`config.mk`:
```
export PLATFORM = sky130hd
export DESIGN_NAME = step_trap_gate
export DESIGN_NICKNAME = d
export VERILOG_FILES = /design/src/rtl/step_trap_pkg.sv /design/src/rtl/step_shadow.sv /design/src/rtl/step_qualify.sv /design/src/rtl/step_req_reg.sv /design/src/rtl/step_trap_gate.sv
export SDC_FILE = /design/constraint.sdc
export NUM_CORES = 1
export LEC_CHECK = 0
export BUFFER_PORTS_ARGS = -buffer_cell sky130_fd_sc_hd__clkbuf_2
export CELL_PAD_IN_SITES_DETAIL_PLACEMENT = 0
export CELL_PAD_IN_SITES_GLOBAL_PLACEMENT = 1
export CORE_AREA = 3 3 40 42
export CTS_CLUSTER_DIAMETER = 120
export DETAILED_ROUTE_END_ITERATION = 12
export DIE_AREA = 0 0 43 45
export GPL_TIMING_DRIVEN = 0
export PLACE_DENSITY = 0.44
export SLEW_MARGIN = 20
export SYNTH_ARGS = -nofsm -noshare
export SYNTH_HDL_FRONTEND = slang
export SYNTH_SLANG_ARGS = --single-unit
```
`constraint.sdc`:
```
create_clock -name clk -period 0.87 [get_ports clk]
set_input_delay 0.174 -clock clk [delete_from_list [all_inputs] [get_ports clk]]
set_output_delay 0.174 -clock clk [all_outputs]
set_load 0.005 [all_outputs]
```
`src/rtl/step_trap_pkg.sv`:
```
package step_trap_pkg;

  typedef struct packed {
    logic vld;
    logic dbr;
    logic call;
  } retire_t;

  typedef struct packed {
    logic en;
    logic pend;
  } trace_bits_t;

endpackage

```
`src/rtl/step_shadow.sv`:
```
module step_shadow #(
  parameter int unsigned SHADOW_LEN = 1
) (
  input  logic                   clk,
  input  logic                   rst,
  input  step_trap_pkg::retire_t ret,
  output logic                   shadow_act
);
  localparam int unsigned CW = (SHADOW_LEN < 1) ? 1 : $clog2(SHADOW_LEN + 1);
  localparam logic [CW-1:0] LOAD = CW'(SHADOW_LEN);

  logic [CW-1:0] cnt_q;

  always_ff @(posedge clk) begin
    if (rst) begin
      cnt_q <= '0;
    end else if (ret.vld) begin
      if (ret.call)
        cnt_q <= LOAD;
      else if (cnt_q != '0)
        cnt_q <= cnt_q - 1'b1;
    end
  end

  assign shadow_act = (cnt_q != '0);
endmodule

```
`src/rtl/step_qualify.sv`:
```
module step_qualify (
  input  step_trap_pkg::retire_t     ret,
  input  step_trap_pkg::trace_bits_t tb,
  input  logic                       shadow_act,
  output logic                       eligible
);
  always_comb begin
    eligible = 1'b0;
    if (ret.vld && tb.en && tb.pend) begin
      eligible = !ret.dbr && !ret.call && !shadow_act;
    end
  end
endmodule

```
`src/rtl/step_req_reg.sv`:
```
module step_req_reg (
  input  logic clk,
  input  logic rst,
  input  logic eligible,
  input  logic exc_busy,
  output logic trap_req,
  output logic held
);
  logic want;

  assign want = eligible || held;

  always_ff @(posedge clk) begin
    if (rst) begin
      trap_req <= 1'b0;
      held     <= 1'b0;
    end else begin
      trap_req <= want && !exc_busy;
      held     <= want && exc_busy;
    end
  end
endmodule

```
`src/rtl/step_trap_gate.sv`:
```
module step_trap_gate #(
  parameter int unsigned SHADOW_LEN = 1
) (
  input  logic clk,
  input  logic rst,
  input  logic trace_en,
  input  logic trace_pend,
  input  logic retire_vld,
  input  logic retire_dbr,
  input  logic retire_call,
  input  logic exc_busy,
  output logic trap_req
);
  import step_trap_pkg::*;

  retire_t     ret;
  trace_bits_t tb;
  logic        shadow_act;
  logic        eligible;
  logic        held;

  assign ret = '{vld: retire_vld, dbr: retire_dbr, call: retire_call};
  assign tb  = '{en: trace_en, pend: trace_pend};

  step_shadow #(.SHADOW_LEN(SHADOW_LEN)) u_shadow (
    .clk        (clk),
    .rst        (rst),
    .ret        (ret),
    .shadow_act (shadow_act)
  );

  step_qualify u_qual (
    .ret        (ret),
    .tb         (tb),
    .shadow_act (shadow_act),
    .eligible   (eligible)
  );

  step_req_reg u_req (
    .clk      (clk),
    .rst      (rst),
    .eligible (eligible),
    .exc_busy (exc_busy),
    .trap_req (trap_req),
    .held     (held)
  );
endmodule

```
==> metrics.txt <==
Mapped Area=128.9 um2; Final GP Congestion=0.6806; library cells used by synthesis=9; Max Buffers Root-to-Sink=2; Final Slew Violations=0; outcome=complete, no violations; Post-Synthesis Cells=12; Hold Crit Class=in -> reg; RSZ-0062 raised after global routing=false; Syn. warnings=0; Worst-Margin Slew=0.2056 ns; vias in the first global route=169; post-CTS setup buffer count=0; Register Area=60.06 um2; CTS root buf=clkbuf_4; final std cells w/o fill=39; Tcrit/Tclk final=0.9363; hold violation count in the final report=0; global-route wire length before repair=621 um; syn_area_per_cell=10.74 um2; syn nets=20; leading area contributor after synthesis=dfxtp_1; Top delay family on crit path=flip-flops; Setup Viol. Count Final=0; port buffer count=8; largest net degree at the start of global routing=6; Nets=33; Fillers=146; chip height=45 um; hold buffers post-CTS=0; share of post-route cells with drive strength above 1=0.4583; starting density of the core=0.1003; Max stage delay on crit path=0.30 ns; CP Launch Type=register; relative slew slack=0.8625; CP endpoint kind=output port; Seq/Total Area, Yosys=0.4660; CP Data Arrival Time=0.64 ns; Multi-input gate area=65.06 um2; CTS Buf Count=3; worst reg-to-reg setup slack=0.11 ns; TritonCTS clock tree=yes; Cells after DPL=35; Hold Crit Start=rst; CP Launch Point=u_req.trap_req; vias per std cell=3.615; residual DRC count=0; synthesized flop and latch total=3; most frequent cells in the layout=8 x clkbuf_2, 3 x clkbuf_4, 3 x dfxtp_1, 2 x nand4bb_1; WP data required=0.70 ns; critical-path maximum fanout=1; Die ar.=1935 um2; Buffers & Inverters on Critical Path=1; row cnt=13; Peak Freq=1228 MHz; reg2reg end=u_req.held; post-route ant nets=0; reg2reg path depth=2; Clock Latency Late Sink=0.23 ns; antenna cells=0; Layout area overhead=66.02%; Initial DRC Count=0; hold depth=2; Yosys top cell area share=0.4660; io pins=9; setup TNS=0 ns; drt pass-1 iters=1; launching point of the worst reg2reg path=u_shadow.shadow_act; worst vdd ir=0.7222 mV; Die Width=43 um; CTS sink count=3; hold path endpoint=u_shadow.shadow_act; Total GRT Usage=0.05324; initial antenna violation count=0; Clock transition at path regs=0.04 ns; Final Skew=0.002055 ns; DR vias=141; CP max stage cell=dfxtp_1; Resized Gates After CTS=0; final WL=345 um; leak pwr=0.08894 nW; Wirelength per Cell=8.846 um; core area=1285 um2; PwrDens=1988 nW/um2; largest cells by area after synthesis=dfxtp_1 47%, nand4bb_1 17%, mux2i_1 7.8%, or4b_1 7.8%, o32ai_1 6.8%; number of max-cap violations=0; minimum clock period=0.8145 ns; grt ovf=0; Critical Path, Cell by Cell=clkbuf_2; critical path class=reg -> out; commonest non-fill, non-tap cell in the layout=clkbuf_2; H-tree depth=1
==> worst max path at each step <==
stage                          end  cells after the start
finish                    trap_req                      1
detailed placement  u_req.trap_req                      3
global placement    u_req.trap_req                      3
CTS                       trap_req                      1
floorplan           u_req.trap_req                      2
global route              trap_req                      1
==> metrics by stage <==
stage	hold slack, ns	power, mW	area [um2]	worst slack, ns	utilization
3_5_place_dp	0.4175	0.1794	187.7	-0.1275	0.1461
4_1_cts	0.1646	0.4408	214.0	0.04444	0.1665
5_1_grt	0.1725	0.4693	214.0	0.009533	0.1665
6_report	0.1732	0.4254	214.0	0.05546	0.1665
2_1_floorplan	0.2464	0.1563	128.9	0.008250	-
3_3_place_gp	0.4009	0.1777	187.7	-0.1219	0.1461
==> layer usage <==
layer  vias to the layer above  part of all wire  wire length [um]  track usage
met5                         -                 0                 0            0
met4                         0             0.012                 4      0.03614
met3                         2              0.25                85      0.07968
met2                        11              0.27                94      0.05689
met1                        57              0.46               160      0.04567
li1                         71                 -                 -            -
==> flip-flops by register name (all words and copies together) (netlist names) <==
register,cells
u_req.held,1
u_req.trap_req,1
u_shadow.shadow_act,1
==> area by class of cell <==
type                       count  share of cell area
timing repair buffer           8              0.1871
inverter                       1             0.01754
sequential                     3              0.2807
multi-input combinational      8              0.3041
clock buffer                   4              0.1228
tap                           15             0.08772
==> cell families (layout without fill, tap and decap cells) <==
logic type,after synthesis,count (layout),synth area share
buffers and inverters,1,13,0.02910
DFF,3,3,0.4660
and+or+nand+nor,5,5,0.3106
AOI/OAI and AO/OA,2,2,0.1165
muxes,1,1,0.07767
==> Yosys cell counts <==
library cell and n:
mux2i_1 1, dfxtp_1 3, nand2_1 1, nand4bb_1 2, nor2_1 1, inv_1 1
o22ai_1 1, or4b_1 1, o32ai_1 1
==> power by group <==
group | leakage, nW | internal (mW) | switching (mW)
clock | 0.0150 | 0.172 | 0.0761
combinational | 0.0496 | 0.0200 | 0.0141
sequential | 0.0244 | 0.142 | 0.00140
total | 0.0889 | 0.334 | 0.0915
No activity file was read; power rests on OpenSTA's default activity.
